### src/rtl/err_irq_stat.sv
module err_irq_stat #(
  parameter logic [7:0] RSVD_MASK = 8'h40
) (
  input  logic       clk,
  input  logic       rst_n,
  input  logic       stuff_err_i,
  input  logic       dma_err_i,
  input  logic       turn_tmo_i,
  input  logic       frag_err_i,
  input  logic       crc16_err_i,
  input  logic       crc5_err_i,
  input  logic       pid_err_i,
  input  logic       bus_sel,
  input  logic       bus_wr,
  input  logic       bus_addr,
  input  logic [7:0] bus_wdata,
  output logic [7:0] bus_rdata,
  output logic       error_o
);
  logic [7:0] stat, en, hit, clr;
  logic       wr_stat, wr_en;

  assign hit     = {stuff_err_i, 1'b0, dma_err_i, turn_tmo_i,
                    frag_err_i, crc16_err_i, crc5_err_i, pid_err_i};
  assign wr_stat = bus_sel & bus_wr & ~bus_addr;
  assign wr_en   = bus_sel & bus_wr & bus_addr;
  assign clr     = wr_stat ? bus_wdata : 8'h00;

  always_ff @(posedge clk or negedge rst_n) begin
    if (!rst_n) begin
      stat <= 8'h00;
      en   <= 8'h00;
    end else begin
      stat <= ((stat & ~clr) | hit) & ~RSVD_MASK;
      if (wr_en) en <= bus_wdata;
    end
  end

  assign bus_rdata = bus_addr ? en : stat;
  assign error_o   = |(stat & en);
endmodule


### config.mk
export PLATFORM = sky130hd
export DESIGN_NAME = err_irq_stat
export DESIGN_NICKNAME = d
export VERILOG_FILES = /design/src/rtl/err_irq_stat.sv
export SDC_FILE = /design/constraint.sdc
export NUM_CORES = 1
export LEC_CHECK = 0
export ABC_CLOCK_PERIOD_IN_PS = 2200
export CAP_MARGIN = 20
export CORE_MARGIN = 8
export CORE_UTILIZATION = 40
export CTS_CLUSTER_DIAMETER = 80
export CTS_CLUSTER_SIZE = 16
export DETAILED_ROUTE_END_ITERATION = 7
export PLACE_DENSITY = 0.75
export SETUP_SLACK_MARGIN = 0.02
export SKIP_CTS_REPAIR_TIMING = 1
export SYNTH_ARGS = -nofsm -noshare
export SYNTH_HDL_FRONTEND = slang
export SYNTH_SLANG_ARGS = --single-unit
### constraint.sdc
create_clock -name clk -period 2.2 [get_ports clk]
set_clock_uncertainty 0.2 [all_clocks]
set_input_delay 0.44 -clock clk [delete_from_list [all_inputs] [get_ports clk]]
set_output_delay 0.44 -clock clk [all_outputs]
set_load 0.02 [all_outputs]
==> reports/metrics.cfg <==
[run_status]
status = complete, no violations

[timing]
finalCriticalPeriod_ns = 2.02
hold_viol_final = 0
tightest_slew_ns = 0.301
finalCritPeriodShare_pct = 91.6
slew_headroom_pct = 79.9
rsz0062_at_grt = no
finalWorstSetupSlack_ns = 0.184
setup_viol = 0
drv_slew = 0
maxClockFrequency_mhz = 496

[drt]
wl_mm = 1.81
drc = 0
drt_iter0_drc = 15
postRouteAntennaNets = 0
vias = 582
wl_per_cell_um = 15.4
firstDrtPassIters = 4
vias_per_cell = 4.97

[power_and_ir_drop]
seqPwrFrac_pct = 49.7
p_int_uw = 488
power.total_uw = 671
ir_drop_mv = 0.276
p_per_area_nw_per_um2 = 617
combPwrFrac_pct = 27.5
swShare_pct = 27.2
leakage_nw = 0.487
p_clk_share_pct = 22.8
p_sw_uw = 183

[grt]
grt_first_pass_wirelength_mm = 2.86
busiest_layer = met2
gr-total-overflow = 0
grt_pass1_vias = 627
grt_use_total_pct = 10.8
antenna_found_initial = 0
grt_start_max_net_pins = 16
grt_use_met1_pct = 12.9
use_met2_pct = 17.5
gr-usage-met3_pct = 2.83

[clocking]
root_buffer = clkbuf_4
cts_htree_levels = 1
cts_tree = built
cts_sinks = 15
numCtsBuffers = 3
insertion_delay_ns = 0.28
cts_buffer_depth = 2
clk_pin_slew_ns = 0.09

[layout]
diodes = 0
layout_commonest_cell = clkdlybuf4s50_1
syn_to_final_growth_pct = 49.6
final_cell_mix = clkdlybuf4s50_1 (18), dfrtp_1 (15), mux2_2 (14)
final.fill_count = 149
drive_above_1_share_pct = 23.9
nets = 113

[worst_setup_path]
critPathTopFamily = flip-flops
critical_path_peak_fanout = 3
crit_slowest_cell = dfrtp_1
crit_chain = a222oi_1, nand3_1, dlymetal6s2s_1
critical-path-max-stage-delay_ns = 0.42
cp_num_buf_inv = 1
cp.arrival_ns = 1.38
crit_path_end_kind = output pin
startpoint_type = register
path_class = register to output pin
required_ns = 1.56

[yosys]
ys_seq_elements = 15
synth_cell_types = 13
yosysWarnings = 0
ys_seq_area_share_pct = 51.6
syn_nets = 80
post_synth_instance_area_um2 = 727
syn_inst = 60
post_synth.cell_area_avg_um2 = 12.1

[floorplan]
die_y_um = 58.6
rows = 15
start_util_pct = 42.1
die_area_um2 = 3440
io_pins = 29
die_w_um = 58.6
coreArea_um2 = 1730

[place]
gp_congestion = 0.705
pre_cts_ws_ns = -0.405
io_buffers = 28
hpwl_mm = 1.40

[hold_path]
hp-class = input pin to asynchronous set/reset pin

[job]
maxCapViolCount = 0

==> final timing paths <==
check	start	cells past startpoint	slack (ns)	end
min reg2reg	en[6]	1	0.29	en[6]
max	en[7]	3	0.18	error_o
min	rst_n	2	0.27	en[4]
min in group clk	en[6]	1	0.29	en[6]
max in group asynchronous	rst_n	2	1.35	en[0]
max reg2reg	en[7]	1	1.21	en[7]
==> per-stage QoR <==
stage               std cells  instance area (µm²)  setup TNS [ns]  hold slack, ns  util, %
global route              117                 1090               0           0.267     63.0
floorplan                  60                  727               0         -0.0556        -
CTS                       117                 1070           -3.28           0.279     62.0
finish                    117                 1090               0           0.272     63.0
global placement          113                 1040           -3.05           0.273     60.4
detailed placement        113                 1040           -3.05           0.282     60.4
==> registers in the layout (all words and copies together) (netlist names) <==
signal  flops
en          8
stat        7
==> Yosys cell counts <==
master,count,area (µm²)
mux2_1,1,11.3
nand3_1,1,5.00
inv_1,7,26.3
a222oi_1,1,10.0
dfrtp_1,15,375
nand3_4,1,17.5
buf_6,2,22.5
a31oi_1,7,43.8
nor2_1,7,26.3
a22oi_1,2,15.0
mux2_2,14,158
and2_2,1,7.51
and3b_1,1,8.76
==> area by class of cell <==
type	count	area (µm²)	share of cell area, %
tap	25	31.3	2.88
clock buffer	4	26.3	2.42
inverter	7	26.3	2.42
timing repair buffer	30	325	29.9
sequential	15	375	34.5
multi-input combinational	36	303	27.8
==> logic make-up after synthesis <==
logic type | after synthesis | synth area share [%]
muxes | 15 | 23.2
DFF | 15 | 51.6
and+or+nand+nor | 11 | 8.95
AOI/OAI and AO/OA | 10 | 9.47
buffers and inverters | 9 | 6.71
==> power groups by stage <==
| stage | Sequential (mW) | Combinational (mW) | Clock (mW) |
|---|---|---|---|
| 2_1_floorplan | 0.329 | 0.100 | 0 |
| 3_3_place_gp | 0.334 | 0.191 | 0 |
| 3_5_place_dp | 0.338 | 0.193 | 0 |
| 4_1_cts | 0.333 | 0.194 | 0.155 |
| 5_1_grt | 0.335 | 0.199 | 0.173 |
| 6_report | 0.333 | 0.185 | 0.153 |
==> layer usage <==
layer / up-vias / part of all wire (%)
met3: 2 / 7.4
met1: 274 / 43
met5: - / 0
met4: 0 / 0.94
li1: 280 / -
met2: 26 / 49
No activity file was read; power rests on OpenSTA's default activity.
